### config.mk
export PLATFORM = sky130hd
export DESIGN_NAME = stat_cal_seq
export DESIGN_NICKNAME = d
export VERILOG_FILES = /design/src/rtl/stat_cal_pkg.sv /design/src/rtl/stat_cal_ctrl.sv /design/src/rtl/stat_cal_slot_mux.sv /design/src/rtl/stat_cal_dip.sv /design/src/rtl/stat_cal_seq.sv
export SDC_FILE = /design/constraint.sdc
export NUM_CORES = 1
export LEC_CHECK = 0
export BUFFER_PORTS_ARGS = -buffer_cell sky130_fd_sc_hd__buf_2
export CORE_AREA = 2 2 313 315
export CTS_CLUSTER_SIZE = 16
export DETAILED_ROUTE_END_ITERATION = 12
export DIE_AREA = 0 0 315 317
export GPL_TIMING_DRIVEN = 0
export HOLD_SLACK_MARGIN = 0.06
export MAX_ROUTING_LAYER = met4
export PLACE_DENSITY = 0.36
export SLEW_MARGIN = 10
export SYNTH_ARGS = -nofsm -noshare
export SYNTH_HDL_FRONTEND = slang
export SYNTH_SLANG_ARGS = --single-unit
### constraint.sdc
create_clock -name clk_i -period 4.5 [get_ports clk_i]
set_input_delay 0.675 -clock clk_i [delete_from_list [all_inputs] [get_ports clk_i]]
set_output_delay 0.675 -clock clk_i [all_outputs]
set_load 0.02 [all_outputs]
### src/rtl/stat_cal_pkg.sv
package stat_cal_pkg;
  typedef enum logic [1:0] {PH_SLOT, PH_DIP, PH_FRAME} phase_e;

  localparam logic [1:0] W_FRAME = 2'b11;

  // reserved 11 on a port is reported as satisfied
  function automatic logic [1:0] enc_stat(input logic [1:0] s);
    return (s == 2'b11) ? 2'b10 : s;
  endfunction
endpackage

### src/rtl/stat_cal_ctrl.sv
module stat_cal_ctrl
  import stat_cal_pkg::*;
#(
  parameter int unsigned LEN_W     = 6,
  parameter int unsigned REP_W     = 8,
  parameter int unsigned NUM_PORTS = 8,
  localparam int unsigned IDX_W    = LEN_W + 2
) (
  input  logic             clk_i,
  input  logic             rst_ni,
  input  logic             force_train_i,
  input  logic [LEN_W-1:0] len_i,
  input  logic [REP_W-1:0] rep_i,
  output phase_e           phase_o,
  output logic [IDX_W-1:0] idx_o
);
  localparam int unsigned MIN_LAST = (NUM_PORTS > 0) ? NUM_PORTS - 1 : 0;

  phase_e           phase_q;
  logic [IDX_W-1:0] idx_q;
  logic [REP_W-1:0] rep_cnt_q, rep_q;
  logic [LEN_W-1:0] len_q;
  logic             len_ok;
  logic             last_slot;

  assign len_ok    = {1'b0, len_i, 2'b11} >= (IDX_W+1)'(MIN_LAST);
  assign last_slot = idx_q == {len_q, 2'b11};

  always_ff @(posedge clk_i or negedge rst_ni) begin
    if (!rst_ni) begin
      phase_q   <= PH_SLOT;
      idx_q     <= '0;
      rep_cnt_q <= '0;
      len_q     <= LEN_W'(1);
      rep_q     <= '0;
    end else if (force_train_i) begin
      phase_q <= PH_FRAME;
    end else begin
      unique case (phase_q)
        PH_SLOT: begin
          if (last_slot) begin
            idx_q <= '0;
            if (rep_cnt_q == rep_q) begin
              rep_cnt_q <= '0;
              phase_q   <= PH_DIP;
            end else begin
              rep_cnt_q <= rep_cnt_q + 1'b1;
            end
          end else begin
            idx_q <= idx_q + 1'b1;
          end
        end
        PH_DIP: phase_q <= PH_FRAME;
        default: begin
          phase_q   <= PH_SLOT;
          idx_q     <= '0;
          rep_cnt_q <= '0;
          rep_q     <= rep_i;
          if (len_ok) len_q <= len_i;
        end
      endcase
    end
  end

  assign phase_o = phase_q;
  assign idx_o   = idx_q;

  a_r6_cfg_hold: assert property (@(posedge clk_i) disable iff (!rst_ni)
    (phase_q != PH_FRAME || force_train_i) |=> ($stable(len_q) && $stable(rep_q)));

  a_r7_len_valid: assert property (@(posedge clk_i) disable iff (!rst_ni)
    {1'b0, len_q, 2'b11} >= (IDX_W+1)'(MIN_LAST));
endmodule

### src/rtl/stat_cal_slot_mux.sv
module stat_cal_slot_mux
  import stat_cal_pkg::*;
#(
  parameter int unsigned NUM_PORTS = 8,
  parameter int unsigned LEN_W     = 6,
  parameter int unsigned PID_W     = 3,
  localparam int unsigned IDX_W    = LEN_W + 2,
  localparam int unsigned SLOTS    = 1 << IDX_W,
  localparam int unsigned PSPAN    = 1 << PID_W
) (
  input  logic [2*NUM_PORTS-1:0] port_stat_i,
  input  logic [SLOTS*PID_W-1:0] tbl_i,
  input  logic [IDX_W-1:0]       idx_i,
  output logic [1:0]             word_o
);
  logic [1:0]       ps [PSPAN];
  logic [PID_W-1:0] pid;

  for (genvar p = 0; p < PSPAN; p++) begin : g_port
    if (p < NUM_PORTS) begin : g_live
      assign ps[p] = port_stat_i[2*p +: 2];
    end else begin : g_absent
      assign ps[p] = 2'b00;
    end
  end

  assign pid    = tbl_i[int'(idx_i)*PID_W +: PID_W];
  assign word_o = enc_stat(ps[pid]);
endmodule

### src/rtl/stat_cal_dip.sv
module stat_cal_dip (
  input  logic       clk_i,
  input  logic       rst_ni,
  input  logic       clr_i,
  input  logic       upd_i,
  input  logic [1:0] word_i,
  input  logic       dip_emit_i,
  input  logic       err_ins_i,
  output logic [1:0] dip_word_o
);
  logic [1:0] acc_q;
  logic       err_pend_q;

  always_ff @(posedge clk_i or negedge rst_ni) begin
    if (!rst_ni) begin
      acc_q      <= '0;
      err_pend_q <= 1'b0;
    end else begin
      if (clr_i)      acc_q <= '0;
      else if (upd_i) acc_q <= {acc_q[0], acc_q[1]} ^ word_i;
      err_pend_q <= (dip_emit_i ? 1'b0 : err_pend_q) | err_ins_i;
    end
  end

  assign dip_word_o = ~acc_q ^ {2{err_pend_q}};

  a_r9_pend_clears: assert property (@(posedge clk_i) disable iff (!rst_ni)
    (dip_emit_i && !err_ins_i) |=> !err_pend_q);

  a_r5_acc_cleared: assert property (@(posedge clk_i) disable iff (!rst_ni)
    clr_i |=> acc_q == 2'b00);
endmodule

### src/rtl/stat_cal_seq.sv
module stat_cal_seq
  import stat_cal_pkg::*;
#(
  parameter int unsigned NUM_PORTS = 8,
  parameter int unsigned LEN_W     = 6,
  parameter int unsigned REP_W     = 8,
  parameter int unsigned TRAIN_RUN = 10,
  localparam int unsigned PID_W    = (NUM_PORTS > 1) ? $clog2(NUM_PORTS) : 1,
  localparam int unsigned IDX_W    = LEN_W + 2,
  localparam int unsigned SLOTS    = 1 << IDX_W
) (
  input  logic                   clk_i,
  input  logic                   rst_ni,
  input  logic [2*NUM_PORTS-1:0] port_stat_i,
  input  logic [SLOTS*PID_W-1:0] cal_tbl_i,
  input  logic [LEN_W-1:0]       cal_len_i,
  input  logic [REP_W-1:0]       cal_rep_i,
  input  logic                   force_train_i,
  input  logic                   err_ins_i,
  output logic [1:0]             stat_o
);
  localparam int unsigned TCNT_W = $clog2(2 * TRAIN_RUN);

  phase_e            phase;
  logic [IDX_W-1:0]  idx;
  logic [1:0]        slot_word, dip_word;
  logic [TCNT_W-1:0] tcnt_q;

  stat_cal_ctrl #(.LEN_W(LEN_W), .REP_W(REP_W), .NUM_PORTS(NUM_PORTS)) u_ctrl (
    .clk_i, .rst_ni, .force_train_i,
    .len_i(cal_len_i), .rep_i(cal_rep_i),
    .phase_o(phase), .idx_o(idx)
  );

  stat_cal_slot_mux #(.NUM_PORTS(NUM_PORTS), .LEN_W(LEN_W), .PID_W(PID_W)) u_mux (
    .port_stat_i, .tbl_i(cal_tbl_i), .idx_i(idx), .word_o(slot_word)
  );

  stat_cal_dip u_dip (
    .clk_i, .rst_ni,
    .clr_i(phase == PH_FRAME && !force_train_i),
    .upd_i(phase == PH_SLOT && !force_train_i),
    .word_i(slot_word),
    .dip_emit_i(phase == PH_DIP && !force_train_i),
    .err_ins_i,
    .dip_word_o(dip_word)
  );

  always_ff @(posedge clk_i or negedge rst_ni) begin
    if (!rst_ni) begin
      stat_o <= W_FRAME;
      tcnt_q <= '0;
    end else if (force_train_i) begin
      stat_o <= (tcnt_q < TCNT_W'(TRAIN_RUN)) ? 2'b00 : 2'b11;
      tcnt_q <= (tcnt_q == TCNT_W'(2*TRAIN_RUN-1)) ? '0 : tcnt_q + 1'b1;
    end else begin
      tcnt_q <= '0;
      unique case (phase)
        PH_SLOT: stat_o <= slot_word;
        PH_DIP:  stat_o <= dip_word;
        default: stat_o <= W_FRAME;
      endcase
    end
  end

  a_r3_slot_not_frame: assert property (@(posedge clk_i) disable iff (!rst_ni)
    (phase == PH_SLOT && !force_train_i) |=> stat_o != 2'b11);

  a_r4_frame_word: assert property (@(posedge clk_i) disable iff (!rst_ni)
    (phase == PH_FRAME && !force_train_i) |=> stat_o == W_FRAME);

  a_r8_train_levels: assert property (@(posedge clk_i) disable iff (!rst_ni)
    force_train_i |=> (stat_o == 2'b00 || stat_o == 2'b11));
endmodule

==> results of run 1 <==
-- final cells by class --
cell class	instances	area share (%)
Sequential cell	42	6.93
Tap cell	1276	10.5
Antenna cell	28	0.460
Clock buffer	8	1.09
Buffer	80	5.02
Inverter	8	0.197
Multi-Input combinational cell	677	49.2
Timing Repair Buffer	808	26.6
-- power groups by stage --
stage	logic [uW]	registers (uW)	clock network (uW)
2_1_floorplan	1180	454	0
3_3_place_gp	2350	466	0
3_5_place_dp	2350	466	0
4_1_cts	2420	459	411
5_1_grt	2530	463	429
6_report	2370	458	400
-- sequential cells by signal (all words and copies together), names as in the netlist --
name	flops
u_ctrl.idx_o	8
u_dip.acc_q	2
u_ctrl.rep_cnt_q	8
u_dip.err_pend_q	1
stat_o	2
u_ctrl.phase_o	2
u_ctrl.rep_q	8
tcnt_q	5
u_ctrl.len_q	6
-- cells by family (layout without fill, tap and decap cells) --
| group | Yosys count | count (layout) |
|---|---|---|
| fa+ha+maj | 3 | 3 |
| simple gates | 229 | 229 |
| compound gates | 167 | 167 |
| buf+inv | 90 | 904 |
| xor+xnor | 24 | 24 |
| flops | 42 | 42 |
| mux | 254 | 254 |
| other cells | 0 | 28 |
-- routing by layer --
| layer | track usage (%) | vias up | wire, um |
|---|---|---|---|
| li1 | - | 5052 | - |
| met1 | 23.7 | 5965 | 40900 |
| met2 | 32.4 | 703 | 46700 |
| met3 | 3.61 | 84 | 6980 |
| met4 | 2.63 | 0 | 1450 |
| met5 | - | - | 0 |
-- Yosys cell counts, drive strengths merged (3+ instances only) --
cell	instances
nand3	23
o31ai	4
a22oi	35
a221oi	4
a211oi	12
nand4	7
nand2	79
a31oi	7
nor3b	4
nor3	12
a22o	9
and3	7
and4	4
nand2b	10
buf	72
mux2i	53
xor2	17
o22ai	9
ha	3
clkbuf	10
o21ai	28
and2b	3
inv	8
or3	3
nor2b	12
o211ai	3
a311oi	3
and3b	5
dfrtp	39
and2	5
a21oi	31
nor2	36
mux2	29
nor4	9
xnor2	7
o221ai	3
dfstp	3
mux4	172
-- metrics by stage --
step	hold slack (ps)	total power, uW	utilization, %
global placement	454	2810	15.2
CTS	469	3290	15.7
floorplan	379	1640	-
finish	467	3230	15.8
detailed placement	460	2810	15.2
global route	505	3430	15.8
-- worst paths after layout --
path | startpoint | to | slack, ps
hold / removal | tcnt_q[0]$_DFF_PN0_ | tcnt_q[0]$_DFF_PN0_ | 470
max in group asynchronous | rst_ni | u_ctrl.idx_o[1]$_DFFE_PN0P_ | 3210
setup reg to reg | u_ctrl.idx_o[1]$_DFFE_PN0P_ | stat_o[1]$_DFF_PN1_ | 190
min in group asynchronous | rst_ni | u_ctrl.rep_q[5]$_DFFE_PN0P_ | 580
hold reg to reg | tcnt_q[0]$_DFF_PN0_ | tcnt_q[0]$_DFF_PN0_ | 470
setup / recovery | u_ctrl.idx_o[1]$_DFFE_PN0P_ | stat_o[1]$_DFF_PN1_ | 190
-- worst register-to-register path: stages (launching register included) --
cell	delay, ps
sky130_fd_sc_hd__dfrtp_2	460
sky130_fd_sc_hd__buf_6	220
sky130_fd_sc_hd__buf_6	220
sky130_fd_sc_hd__buf_12	240
sky130_fd_sc_hd__buf_8	270
sky130_fd_sc_hd__mux4_2	410
sky130_fd_sc_hd__a221oi_1	450
sky130_fd_sc_hd__o21ai_1	210
sky130_fd_sc_hd__a211oi_4	390
sky130_fd_sc_hd__a311oi_4	130
sky130_fd_sc_hd__a31oi_2	310
sky130_fd_sc_hd__nand2b_1	140
sky130_fd_sc_hd__o22ai_1	190
sky130_fd_sc_hd__a211oi_2	100
sky130_fd_sc_hd__mux2_2	290
sky130_fd_sc_hd__a21oi_1	190
-- timing repair --
action | in CTS | in global routing
setup buffers | 2 | 3
cloned | 0 | 0
pin swaps | 5 | 6
endpoints found under the setup margin | 15 | 4
gates resized for setup | 69 | 27
==> impl_table.tex, run 1 <==
\begin{tabular}{lr}
\hline
Metric & Value \\
\hline
\multicolumn{2}{l}{\textbf{Status}} \\
\quad Outcome & finished clean \\
\multicolumn{2}{l}{\textbf{Critical path}} \\
\quad WS Path Type & flip-flop to flip-flop \\
\quad Critical Path RT & 4690 ps \\
\quad Slowest cell on the critical path & sky130\_fd\_sc\_hd\_\_dfrtp\_2 \\
\quad Critical Path Fanout Max & 10 \\
\quad Cell depth of the worst flop-to-flop path & 15 \\
\quad Worst setup EP type & flip-flop \\
\quad List of cells traversed by the critical path & buf\_6 -> buf\_6 -> buf\_12 -> buf\_8 -> mux4\_2 -> a221oi\_1 -> o21ai\_1 -> a211oi\_4 -> a311oi\_4 -> a31oi\_2 -> nand2b\_1 -> o22ai\_1 -> a211oi\_2 -> mux2\_2 -> a21oi\_1 \\
\quad Critical path buffer and inverter count & 4 \\
\quad Critical Path Most Common Cell & sky130\_fd\_sc\_hd\_\_buf\_6 \\
\quad Worst path depth & 15 \\
\quad Critical path launch point type & flip-flop \\
\quad Arrival time worst endpoint & 4500 ps \\
\quad Crit-path leading delay family & compound AO/OA/AOI/OAI gates \\
\quad Maximum cell stage delay along the critical path & 460 ps \\
\multicolumn{2}{l}{\textbf{Timing}} \\
\quad Max-slew violations & 0 \\
\quad Setup repair after global routing missed its margin & yes \\
\quad Worst Skew & 6.51 ps \\
\quad Setup tns final & 0 ps \\
\quad Minimum clock period after layout & 4310 ps \\
\quad Worst max-slew margin expressed relative to the limit & 24.8\% \\
\quad Hold Vio Cnt, Final & 0 \\
\quad Setup Viol. Count Final & 0 \\
\quad Final critical-path setup slack & 195 ps \\
\quad Period utilisation layout & 95.7\% \\
\quad Measured slew at the worst slew-check pin & 1130 ps \\
\quad Max Freq & 232 MHz \\
\multicolumn{2}{l}{\textbf{CTS}} \\
\quad CTS H-Tree Depth & 2 \\
\quad CTS tree & done \\
\quad CTS Root Cell & sky130\_fd\_sc\_hd\_\_clkbuf\_16 \\
\quad Hold buffer count at cts & 0 \\
\quad Number of buffers added by the clock tree synthesis step & 5 \\
\quad CTS Sinks & 42 \\
\quad Clk Latency, worst-skew pair & 280 ps \\
\quad Maximum clock insertion buffer count & 2 \\
\quad Clock slew at reported path FFs & 60 ps \\
\multicolumn{2}{l}{\textbf{Floorplan}} \\
\quad Die Wd & $\sim$320 um \\
\quad Core footprint & approximately 0.096 sq mm \\
\quad Number of rows in the core area & 114 \\
\quad Number of I/O pins & 804 \\
\quad Effective utilization at floorplan & 9.37\% \\
\quad Area of the die & 0.0999 sq mm \\
\quad Die outline height & 317 um \\
\multicolumn{2}{l}{\textbf{GRT}} \\
\quad Initial antenna violation count & 56 \\
\quad Maximum number of pins on one net before global-route repair & 43 \\
\quad Global-route wire length before repair & between 100 and 150 mm \\
\quad Remaining Overflow, GRT & 0 \\
\quad Global routing usage summed across all routing layers & 19.0\% \\
\quad Via count of the first global-routing pass & 12,767 \\
\multicolumn{2}{l}{\textbf{Yosys}} \\
\quad Synth cell types & between 70 and 80 \\
\quad Simple-gate share of the synthesized area & roughly an eighth \\
\quad Post-synthesis sequential element count & 42 \\
\quad Synthesized netlist net count & 1,614 \\
\quad Per-instance average area after synthesis & between 10 and 15 sq um \\
\quad Synth area leader & sky130\_fd\_sc\_hd\_\_mux4\_2 \\
\quad Synthesized-area fraction occupied by ao, oa, aoi and oai cells & between 10 and 15\% \\
\quad Mapped Area & 0.00902 sq mm \\
\quad Cells after synthesis & 809 \\
\quad Most common flop cell mapped by yosys & sky130\_fd\_sc\_hd\_\_dfrtp\_1 \\
\quad Largest cells by area after synthesis & sky130\_fd\_sc\_hd\_\_mux4\_2, sky130\_fd\_sc\_hd\_\_dfrtp\_1, sky130\_fd\_sc\_hd\_\_mux2i\_1, sky130\_fd\_sc\_hd\_\_mux2\_2, sky130\_fd\_sc\_hd\_\_nand2\_1 \\
\quad Fraction of the mapped netlist area in adder cells & less than 1\% \\
\quad Number of flops mapped to enable cells by yosys & 0 \\
\quad Synth top area share & 41.5\% \\
\quad Multiplexer share of the synthesized area & 52.7\% \\
\quad Sequential element share of the synthesized area & 11.7\% \\
\quad Post-synthesis xor/xnor area fraction & 2.33\% \\
\quad Largest family of logic cells by synthesized area & multiplexers \\
\quad Async SR Flop Fraction & 100\% \\
\quad Ys Warns & 0 \\
\multicolumn{2}{l}{\textbf{Pwr}} \\
\quad Switching Share & 45.8\% \\
\quad Power per unit of standard cell area & 212 mW/mm\^{}2 \\
\quad Share of power burned in the clock network & 12.4\% \\
\quad Internal power & 1750 uW \\
\quad Highest ir drop seen on vdd & 0.187 mV \\
\quad Part of the power in registers & 14.2\% \\
\quad Part of the total power dissipated in combinational logic & between 70\% and 80\% \\
\quad Leakage power summed over all cells & about 0.0065 uW \\
\quad Sw Pwr & 1480 uW \\
\multicolumn{2}{l}{\textbf{Cells and area}} \\
\quad Most common library cell in the layout ignoring fill and taps & sky130\_fd\_sc\_hd\_\_buf\_2 \\
\quad Fraction of layout instances using a drive strength above 1 & 70.1\% \\
\quad Combined flip-flop and latch cell area & 0.00106 sq mm \\
\quad Area of combinational cells with multiple inputs & 0.00751 sq mm \\
\quad Most used cells in the layout excluding fill and tap cells & sky130\_fd\_sc\_hd\_\_buf\_2, sky130\_fd\_sc\_hd\_\_mux4\_2, sky130\_fd\_sc\_hd\_\_nand2\_1, sky130\_fd\_sc\_hd\_\_mux2i\_1, sky130\_fd\_sc\_hd\_\_dfrtp\_1 \\
\quad Count of fill cells added during filler insertion & 11,078 \\
\quad Non-filler instance count after layout & 2,927 \\
\quad Fin area & 0.0152 sq mm \\
\quad Syn-to-layout area delta & 69.1\% \\
\quad Final net count & about 2,400 \\
\multicolumn{2}{l}{\textbf{Placement}} \\
\quad HPWL Detailed & 82.4 mm \\
\quad Number of cells in the design after placement & 2,888 \\
\quad Total of buffers placed on input and output ports & 803 \\
\quad Area after detailed placement & 0.0147 sq mm \\
\quad Setup slack at placement & -1580 ps \\
\quad Final weighted congestion in routability-driven placement & 0.898 \\
\multicolumn{2}{l}{\textbf{Route}} \\
\quad Wirelength per Cell & roughly 33 um \\
\quad DR pass1 iterations & 7 \\
\quad Antenna-violating nets left & 0 \\
\quad 1st-iter DRT viols & 691 \\
\quad Number of vias after detailed routing & 11,804 \\
\quad Total wirelength of the detailed-routed design & 96.0 mm \\
\quad Detailed-route vias per instance & 4.03 \\
\quad DRC violations left & 0 \\
\multicolumn{2}{l}{\textbf{Job}} \\
\quad Maxcap violations & 0 \\
\multicolumn{2}{l}{\textbf{Hold path}} \\
\quad Class of the worst hold path & flip-flop to flip-flop \\
\quad WHS Path Cells & 1 \\
\hline
\end{tabular}
Note: power is estimated with default switching activity, not from simulation.
==> run 2, diff against run 1 <==
- GPL_TIMING_DRIVEN: 0 -> not set
==> impl_table.tex, run 2 (synthesis gave the netlist of run 1 again) <==
\begin{tabular}{lr}
\hline
Metric & Value \\
\hline
\multicolumn{2}{l}{\textbf{Status}} \\
\quad Outcome & finished clean (unchanged) \\
\multicolumn{2}{l}{\textbf{Pwr}} \\
\quad Share of power burned in the clock network & 12.9\% (was 12.4\%) \\
\quad Part of the power in registers & 17.6\% (was 14.2\%) \\
\quad Internal power & 1660 uW (was 1750 uW) \\
\quad Part of the total power dissipated in combinational logic & 69.5\% (was 73.4\%) \\
\quad Power per unit of standard cell area & 191 mW/mm\^{}2 (was 212 mW/mm\^{}2) \\
\quad Highest ir drop seen on vdd & 0.116 mV (was 0.187 mV) \\
\quad Switching Share & 42.1\% (was 45.8\%) \\
\quad Leakage power summed over all cells & 0.00634 uW (was 0.00647 uW) \\
\quad Sw Pwr & 1210 uW (was 1480 uW) \\
\multicolumn{2}{l}{\textbf{Placement}} \\
\quad Setup slack at placement & -383 ps (was -1580 ps) \\
\quad Total of buffers placed on input and output ports & 803 (unchanged) \\
\quad Number of cells in the design after placement & 2,879 (was 2,888) \\
\quad Final weighted congestion in routability-driven placement & 0.944 (was 0.898) \\
\quad HPWL Detailed & 68.5 mm (was 82.4 mm) \\
\multicolumn{2}{l}{\textbf{GRT}} \\
\quad Global routing usage summed across all routing layers & 15.3\% (was 19.0\%) \\
\quad Remaining Overflow, GRT & 0 (unchanged) \\
\quad Initial antenna violation count & 48 (was 56) \\
\quad Via count of the first global-routing pass & 12,410 (was 12,767) \\
\quad Maximum number of pins on one net before global-route repair & 34 (was 43) \\
\quad Global-route wire length before repair & 102 mm (was 121 mm) \\
\multicolumn{2}{l}{\textbf{Cells and area}} \\
\quad Final net count & 2,416 (was 2,427) \\
\quad Non-filler instance count after layout & 2,915 (was 2,927) \\
\quad Most used cells in the layout excluding fill and tap cells & sky130\_fd\_sc\_hd\_\_buf\_2, sky130\_fd\_sc\_hd\_\_mux4\_2, sky130\_fd\_sc\_hd\_\_nand2\_1, sky130\_fd\_sc\_hd\_\_buf\_4, sky130\_fd\_sc\_hd\_\_mux2i\_1 (was sky130\_fd\_sc\_hd\_\_buf\_2, sky130\_fd\_sc\_hd\_\_mux4\_2, sky130\_fd\_sc\_hd\_\_nand2\_1, sky130\_fd\_sc\_hd\_\_mux2i\_1, sky130\_fd\_sc\_hd\_\_dfrtp\_1) \\
\quad Most common library cell in the layout ignoring fill and taps & sky130\_fd\_sc\_hd\_\_buf\_2 (unchanged) \\
\quad Fraction of layout instances using a drive strength above 1 & 68.9\% (was 70.1\%) \\
\quad Count of fill cells added during filler insertion & 11,007 (was 11,078) \\
\quad Syn-to-layout area delta & 66.1\% (was 69.1\%) \\
\quad Area of combinational cells with multiple inputs & 0.00735 sq mm (was 0.00751 sq mm) \\
\quad Combined flip-flop and latch cell area & 0.00107 sq mm (was 0.00106 sq mm) \\
\quad Utilization after layout & 15.6\% (was 15.8\%) \\
\multicolumn{2}{l}{\textbf{Route}} \\
\quad Highest routing layer actually used & met4 (unchanged) \\
\quad DR pass1 iterations & 5 (was 7) \\
\quad Detailed-route vias per instance & 3.88 (was 4.03) \\
\quad WL met3 & 5.67 mm (was 6.98 mm) \\
\quad Met2 wire length & 39.3 mm (was 46.7 mm) \\
\quad Post-route met1 wirelength & 31.5 mm (was 40.9 mm) \\
\quad DRC violations left & 0 (unchanged) \\
\quad Antenna-violating nets left & 0 (unchanged) \\
\quad Total wirelength of the detailed-routed design & 77.7 mm (was 96.0 mm) \\
\quad Number of vias after detailed routing & 11,314 (was 11,804) \\
\quad 1st-iter DRT viols & 520 (was 691) \\
\quad Wirelength per Cell & 26.6 um (was 32.8 um) \\
\multicolumn{2}{l}{\textbf{Critical path}} \\
\quad Worst reg2reg endpoint & stat\_o[1]\$\_DFF\_PN1\_ (unchanged) \\
\quad Critical path buffer and inverter count & 1 (was 4) \\
\quad Startpoint of the lowest-slack register-to-register path & u\_ctrl.idx\_o[1]\$\_DFFE\_PN0P\_ (unchanged) \\
\quad Critical Path Fanout Max & 12 (was 10) \\
\quad Arrival time worst endpoint & 4570 ps (was 4500 ps) \\
\quad Cell depth of the worst flop-to-flop path & 12 (was 15) \\
\quad Maximum cell stage delay along the critical path & 690 ps (was 460 ps) \\
\quad WS Path Type & flip-flop to flip-flop (unchanged) \\
\quad List of cells traversed by the critical path & buf\_12 -> mux4\_2 -> a22oi\_1 -> o211ai\_1 -> a211oi\_1 -> a311oi\_1 -> a31oi\_1 -> nand2b\_1 -> o22ai\_1 -> a211oi\_2 -> mux2\_2 -> a21oi\_1 (was buf\_6 -> buf\_6 -> buf\_12 -> buf\_8 -> mux4\_2 -> a221oi\_1 -> o21ai\_1 -> a211oi\_4 -> a311oi\_4 -> a31oi\_2 -> nand2b\_1 -> o22ai\_1 -> a211oi\_2 -> mux2\_2 -> a21oi\_1) \\
\quad Register-to-Register Setup Slack & 150 ps (was 190 ps) \\
\quad Worst setup EP type & flip-flop (unchanged) \\
\quad Slowest cell on the critical path & sky130\_fd\_sc\_hd\_\_dfrtp\_4 (was sky130\_fd\_sc\_hd\_\_dfrtp\_2) \\
\quad Critical Path RT & 4730 ps (was 4690 ps) \\
\quad Crit-path leading delay family & compound AO/OA/AOI/OAI gates (unchanged) \\
\quad Critical path launch point type & flip-flop (unchanged) \\
\multicolumn{2}{l}{\textbf{Timing}} \\
\quad Worst Skew & 2.71 ps (was 6.51 ps) \\
\quad Max-slew violations & 0 (unchanged) \\
\quad Setup Viol. Count Final & 0 (unchanged) \\
\quad Worst max-slew margin expressed relative to the limit & 33.1\% (was 24.8\%) \\
\quad Final critical-path setup slack & 153 ps (was 195 ps) \\
\quad Period utilisation layout & 96.6\% (was 95.7\%) \\
\quad Measured slew at the worst slew-check pin & 997 ps (was 1130 ps) \\
\quad Setup repair after global routing missed its margin & no (was yes) \\
\quad Max Freq & 230 MHz (was 232 MHz) \\
\quad Minimum clock period after layout & 4350 ps (was 4310 ps) \\
\quad Hold Vio Cnt, Final & 0 (unchanged) \\
\multicolumn{2}{l}{\textbf{Floorplan}} \\
\quad Number of rows in the core area & 114 (unchanged) \\
\quad Area of the die & 0.0999 sq mm (unchanged) \\
\quad Die outline height & 317 um (unchanged) \\
\quad Core footprint & 0.0963 sq mm (unchanged) \\
\quad Number of I/O pins & 804 (unchanged) \\
\quad Die Wd & 315 um (unchanged) \\
\quad Effective utilization at floorplan & 9.37\% (unchanged) \\
\multicolumn{2}{l}{\textbf{CTS}} \\
\quad Clk Latency, worst-skew pair & 300 ps (was 280 ps) \\
\quad Clock slew at reported path FFs & 60 ps (about the same) \\
\quad CTS Sinks & 42 (unchanged) \\
\quad CTS H-Tree Depth & 2 (unchanged) \\
\quad Maximum clock insertion buffer count & 2 (unchanged) \\
\quad Number of buffers added by the clock tree synthesis step & 5 (unchanged) \\
\quad Hold buffer count at cts & 0 (unchanged) \\
\quad CTS Root Cell & sky130\_fd\_sc\_hd\_\_clkbuf\_16 (unchanged) \\
\quad CTS tree & done (unchanged) \\
\multicolumn{2}{l}{\textbf{Job}} \\
\quad Maxcap violations & 0 (unchanged) \\
\multicolumn{2}{l}{\textbf{Hold path}} \\
\quad Class of the worst hold path & primary input to asynchronous set/reset pin (was flip-flop to flip-flop) \\
\hline
\end{tabular}
[run 2: power by group through the flow]
stage	clock, uW	sequential (uW)	combinational [uW]
finish	371	503	1990
global route	396	515	2160
CTS	391	509	2050
detailed placement	0	520	2020
global placement	0	520	2030
floorplan	0	454	1180
[run 2: worst max path at each step]
stage | to | cells past startpoint | slack (ps) | startpoint
floorplan | u_dip.acc_q[0]$_DFFE_PN0P_ | 16 | 1330 | u_ctrl.idx_o[0]$_DFFE_PN0P_
global placement | u_dip.acc_q[0]$_DFFE_PN0P_ | 12 | -460 | u_ctrl.idx_o[1]$_DFFE_PN0P_
detailed placement | u_dip.acc_q[0]$_DFFE_PN0P_ | 12 | -380 | u_ctrl.idx_o[1]$_DFFE_PN0P_
CTS | stat_o[1]$_DFF_PN1_ | 12 | 70 | u_ctrl.idx_o[1]$_DFFE_PN0P_
global route | u_dip.acc_q[0]$_DFFE_PN0P_ | 13 | 30 | u_ctrl.idx_o[1]$_DFFE_PN0P_
finish | stat_o[1]$_DFF_PN1_ | 12 | 150 | u_ctrl.idx_o[1]$_DFFE_PN0P_
[run 2: layout make-up]
| class | instances | area share [%] |
|---|---|---|
| Timing Repair Buffer | 877 | 31.5 |
| Tap cell | 1276 | 10.7 |
| Inverter | 8 | 0.201 |
| Clock buffer | 6 | 0.861 |
| Antenna cell | 27 | 0.451 |
| Sequential cell | 42 | 7.17 |
| Clock inverter | 2 | 0.0919 |
| Multi-Input combinational cell | 677 | 49.1 |
[run 2: metal layers]
layer	up-vias	track usage (%)
met1	5639	17.8
met3	56	3.33
met5	-	-
li1	5021	-
met2	598	27.2
met4	0	2.64
[run 2: worst reg2reg max path, stage by stage (launching register included)]
cell and delay [ps]:
sky130_fd_sc_hd__dfrtp_4 690, sky130_fd_sc_hd__buf_12 240, sky130_fd_sc_hd__mux4_2 540, sky130_fd_sc_hd__a22oi_1 490
sky130_fd_sc_hd__o211ai_1 200, sky130_fd_sc_hd__a211oi_1 570, sky130_fd_sc_hd__a311oi_1 290, sky130_fd_sc_hd__a31oi_1 380
sky130_fd_sc_hd__nand2b_1 130, sky130_fd_sc_hd__o22ai_1 210, sky130_fd_sc_hd__a211oi_2 100, sky130_fd_sc_hd__mux2_2 280
sky130_fd_sc_hd__a21oi_1 160
[run 2: through the flow]
step | TNS (ps) | cell area, sq um | total power [uW] | hold slack (ps)
4_1_cts | 0 | 14900 | 2950 | 471
3_3_place_gp | -1630 | 14700 | 2550 | 462
6_report | 0 | 15000 | 2870 | 461
3_5_place_dp | -1350 | 14700 | 2540 | 464
5_1_grt | 0 | 15000 | 3070 | 503
2_1_floorplan | 0 | 9020 | 1640 | 379
[run 2: what timing repair did]
item | in CTS | in global routing
hold endpoints to repair | 0 | 0
resized for setup | 2 | 2
endpoints found under the setup margin | 4 | 4
setup buffers | 1 | 0
==> run 3, diff against run 2 <==
- CORE_AREA: 2 2 313 315 -> 2 2 316 318
- CTS_BUF_LIST: not set -> sky130_fd_sc_hd__clkbuf_8
- DIE_AREA: 0 0 315 317 -> 0 0 318 320
- PLACE_DENSITY: 0.36 -> 0.35
- clock period: 4.5 -> 5.2 ns (I/O delays scaled with it)
==> impl_table.tex, run 3 (synthesis gave the netlist of run 1 again) <==
\begin{tabular}{lr}
\hline
Metric & Value \\
\hline
\multicolumn{2}{l}{\textbf{Status}} \\
\quad Outcome & finished clean (unchanged) \\
\multicolumn{2}{l}{\textbf{GRT}} \\
\quad Global-route wire length before repair & 100 mm (was 102 mm) \\
\quad Initial antenna violation count & 41 (was 48) \\
\quad Via count of the first global-routing pass & 12,197 (was 12,410) \\
\quad Maximum number of pins on one net before global-route repair & 55 (was 34) \\
\quad Remaining Overflow, GRT & 0 (unchanged) \\
\quad Global routing usage summed across all routing layers & 14.6\% (was 15.3\%) \\
\multicolumn{2}{l}{\textbf{Pwr}} \\
\quad Internal power & 1330 uW (was 1660 uW) \\
\quad Switching Share & 44.2\% (was 42.1\%) \\
\quad Highest ir drop seen on vdd & 0.0764 mV (was 0.116 mV) \\
\quad Part of the power in registers & 18.3\% (was 17.6\%) \\
\quad Power per unit of standard cell area & 162 mW/mm\^{}2 (was 191 mW/mm\^{}2) \\
\quad Sw Pwr & 1050 uW (was 1210 uW) \\
\quad Share of power burned in the clock network & 9.8\% (was 12.9\%) \\
\quad Leakage power summed over all cells & 0.00615 uW (was 0.00634 uW) \\
\quad Overall power & 2380 uW (was 2870 uW) \\
\quad Part of the total power dissipated in combinational logic & 71.9\% (was 69.5\%) \\
\multicolumn{2}{l}{\textbf{CTS}} \\
\quad CTS H-Tree Depth & 2 (unchanged) \\
\quad CTS tree & done (unchanged) \\
\quad CTS Root Cell & sky130\_fd\_sc\_hd\_\_clkbuf\_8 (was sky130\_fd\_sc\_hd\_\_clkbuf\_16) \\
\quad Hold buffer count at cts & 0 (unchanged) \\
\quad PostCTS Resize Cnt & 0 (was 2) \\
\quad Maximum clock insertion buffer count & 2 (unchanged) \\
\quad Number of setup buffers added after CTS & 0 (was 1) \\
\quad CTS Sinks & 42 (unchanged) \\
\quad Clock slew at reported path FFs & 100 ps (was 60 ps) \\
\quad Clk Latency, worst-skew pair & 310 ps (was 300 ps) \\
\quad Number of buffers added by the clock tree synthesis step & 5 (unchanged) \\
\multicolumn{2}{l}{\textbf{Floorplan}} \\
\quad Effective utilization at floorplan & 9.20\% (was 9.37\%) \\
\quad Die outline height & 320 um (was 317 um) \\
\quad Area of the die & 0.102 sq mm (was 0.0999 sq mm) \\
\quad Core footprint & 0.0980 sq mm (was 0.0963 sq mm) \\
\quad Number of rows in the core area & 115 (was 114) \\
\quad Number of I/O pins & 804 (unchanged) \\
\quad Die Wd & 318 um (was 315 um) \\
\multicolumn{2}{l}{\textbf{Timing}} \\
\quad Worst Skew & 8.25 ps (was 2.71 ps) \\
\quad Max-slew violations & 0 (unchanged) \\
\quad Setup Viol. Count Final & 0 (unchanged) \\
\quad Worst max-slew margin expressed relative to the limit & 23.7\% (was 33.1\%) \\
\quad Measured slew at the worst slew-check pin & 1140 ps (was 997 ps) \\
\quad Minimum clock period after layout & 4420 ps (was 4350 ps) \\
\quad Worst hold slack across all endpoints & 470 ps (was 461 ps) \\
\quad Period utilisation layout & 84.9\% (was 96.6\%) \\
\quad Setup tns final & 0 ps (unchanged) \\
\quad Max Freq & 226 MHz (was 230 MHz) \\
\quad Final critical-path setup slack & 783 ps (was 153 ps) \\
\quad Hold Vio Cnt, Final & 0 (unchanged) \\
\quad Setup repair after global routing missed its margin & no (unchanged) \\
\multicolumn{2}{l}{\textbf{Critical path}} \\
\quad Worst path depth & 12 (unchanged) \\
\quad Critical path buffer and inverter count & 1 (unchanged) \\
\quad Maximum cell stage delay along the critical path & 770 ps (was 690 ps) \\
\quad Worst setup EP type & flip-flop (unchanged) \\
\quad Capture point of the critical path & u\_dip.acc\_q[0]\$\_DFFE\_PN0P\_ (was stat\_o[1]\$\_DFF\_PN1\_) \\
\quad Startpoint of the lowest-slack register-to-register path & u\_ctrl.idx\_o[0]\$\_DFFE\_PN0P\_ (was u\_ctrl.idx\_o[1]\$\_DFFE\_PN0P\_) \\
\quad Critical Path Fanout Max & 44 (was 12) \\
\quad Register-to-Register Setup Slack & 780 ps (was 150 ps) \\
\quad Arrival time worst endpoint & 4620 ps (was 4570 ps) \\
\quad Critical path launch point type & flip-flop (unchanged) \\
\quad WS Path Type & flip-flop to flip-flop (unchanged) \\
\quad Critical Path RT & 5400 ps (was 4730 ps) \\
\quad List of cells traversed by the critical path & buf\_12 -> mux4\_2 -> mux2i\_1 -> mux4\_2 -> nor2\_1 -> a211oi\_2 -> o22ai\_2 -> o21ai\_0 -> a211oi\_1 -> a211oi\_2 -> a211oi\_1 -> nand3b\_1 (was buf\_12 -> mux4\_2 -> a22oi\_1 -> o211ai\_1 -> a211oi\_1 -> a311oi\_1 -> a31oi\_1 -> nand2b\_1 -> o22ai\_1 -> a211oi\_2 -> mux2\_2 -> a21oi\_1) \\
\quad Slowest cell on the critical path & sky130\_fd\_sc\_hd\_\_dfrtp\_4 (unchanged) \\
\quad Worst reg2reg endpoint & u\_dip.acc\_q[0]\$\_DFFE\_PN0P\_ (was stat\_o[1]\$\_DFF\_PN1\_) \\
\quad Critical path startpoint & u\_ctrl.idx\_o[0]\$\_DFFE\_PN0P\_ (was u\_ctrl.idx\_o[1]\$\_DFFE\_PN0P\_) \\
\quad Cell depth of the worst flop-to-flop path & 12 (unchanged) \\
\quad Crit-path leading delay family & compound AO/OA/AOI/OAI gates (unchanged) \\
\multicolumn{2}{l}{\textbf{Cells and area}} \\
\quad Final net count & 2,386 (was 2,416) \\
\quad Fraction of layout instances using a drive strength above 1 & 68.3\% (was 68.9\%) \\
\quad Syn-to-layout area delta & 62.3\% (was 66.1\%) \\
\quad Most common library cell in the layout ignoring fill and taps & sky130\_fd\_sc\_hd\_\_buf\_2 (unchanged) \\
\quad Most used cells in the layout excluding fill and tap cells & sky130\_fd\_sc\_hd\_\_buf\_2, sky130\_fd\_sc\_hd\_\_mux4\_2, sky130\_fd\_sc\_hd\_\_nand2\_1, sky130\_fd\_sc\_hd\_\_mux2i\_1, sky130\_fd\_sc\_hd\_\_buf\_4 (was sky130\_fd\_sc\_hd\_\_buf\_2, sky130\_fd\_sc\_hd\_\_mux4\_2, sky130\_fd\_sc\_hd\_\_nand2\_1, sky130\_fd\_sc\_hd\_\_buf\_4, sky130\_fd\_sc\_hd\_\_mux2i\_1) \\
\multicolumn{2}{l}{\textbf{Route}} \\
\quad Highest routing layer actually used & met4 (unchanged) \\
\quad 1st-iter DRT viols & 478 (was 520) \\
\quad Number of vias after detailed routing & 11,075 (was 11,314) \\
\quad Detailed-route vias per instance & 3.84 (was 3.88) \\
\quad WL met3 & 4.18 mm (was 5.67 mm) \\
\quad Met2 wire length & 38.1 mm (was 39.3 mm) \\
\quad Total wirelength of the detailed-routed design & 75.1 mm (was 77.7 mm) \\
\quad Wirelength per Cell & 26.0 um (was 26.6 um) \\
\quad DRC violations left & 0 (unchanged) \\
\quad DR pass1 iterations & 5 (unchanged) \\
\quad Antenna-violating nets left & 0 (unchanged) \\
\quad Post-route met1 wirelength & 32.2 mm (was 31.5 mm) \\
\multicolumn{2}{l}{\textbf{Placement}} \\
\quad Total of buffers placed on input and output ports & 803 (unchanged) \\
\quad HPWL Detailed & 65.6 mm (was 68.5 mm) \\
\quad Setup slack at placement & 664 ps (was -383 ps) \\
\quad Final weighted congestion in routability-driven placement & 0.845 (was 0.944) \\
\multicolumn{2}{l}{\textbf{Job}} \\
\quad Maxcap violations & 0 (unchanged) \\
\multicolumn{2}{l}{\textbf{Hold path}} \\
\quad Class of the worst hold path & flip-flop to flip-flop (was primary input to asynchronous set/reset pin) \\
\hline
\end{tabular}
## run 3: cell count changes in the layout (fill, tap and decap cells not counted), moves of 2 or more
cell,previous run,this run
sky130_fd_sc_hd__buf_12,10,8
sky130_fd_sc_hd__buf_4,62,36
sky130_fd_sc_hd__clkbuf_16,5,0
sky130_fd_sc_hd__clkbuf_8,0,5
sky130_fd_sc_hd__clkinvlp_4,0,2
sky130_fd_sc_hd__diode_2,27,17
## run 3: worst min-delay path by stage
stage / startpoint / endpoint / slack (ps) / depth (start not counted)
2_1_floorplan: tcnt_q[0]$_DFF_PN0_ / tcnt_q[0]$_DFF_PN0_ / 430 / 1
3_3_place_gp: tcnt_q[0]$_DFF_PN0_ / tcnt_q[0]$_DFF_PN0_ / 460 / 1
3_5_place_dp: tcnt_q[0]$_DFF_PN0_ / tcnt_q[0]$_DFF_PN0_ / 460 / 1
4_1_cts: tcnt_q[0]$_DFF_PN0_ / tcnt_q[0]$_DFF_PN0_ / 480 / 1
5_1_grt: tcnt_q[0]$_DFF_PN0_ / tcnt_q[0]$_DFF_PN0_ / 510 / 1
6_report: tcnt_q[0]$_DFF_PN0_ / tcnt_q[0]$_DFF_PN0_ / 470 / 1
## run 3: power groups by stage
stage	logic, uW	registers [uW]	clock network [uW]
CTS	1770	440	249
global route	1860	446	259
finish	1710	435	234
detailed placement	1760	447	0
floorplan	1020	393	0
global placement	1770	448	0
## run 3: layer usage
layer / vias to the layer above / GRT usage [%]
li1: 4944 / -
met1: 5496 / 18.0
met2: 596 / 25.9
met3: 39 / 2.22
met4: 0 / 1.57
met5: - / -
## run 3: area by class of cell
type                            instances  area (sq um)
Antenna cell                           17          42.5
Fill cell                           11207         83300
Clock buffer                            5          68.8
Clock inverter                          3          23.8
Sequential cell                        42          1070
Tap cell                             1287          1610
Timing Repair Buffer                  847          4450
Multi-Input combinational cell        677          7340
Inverter                                8          30.0
## run 3: per-stage QoR
step           area, sq um  utilization [%]  instances
2_1_floorplan         9020                -        809
3_3_place_gp         14500             14.8       2861
3_5_place_dp         14500             14.8       2861
4_1_cts              14600             14.9       2869
5_1_grt              14600             14.9       2884
6_report             14600             14.9       2886
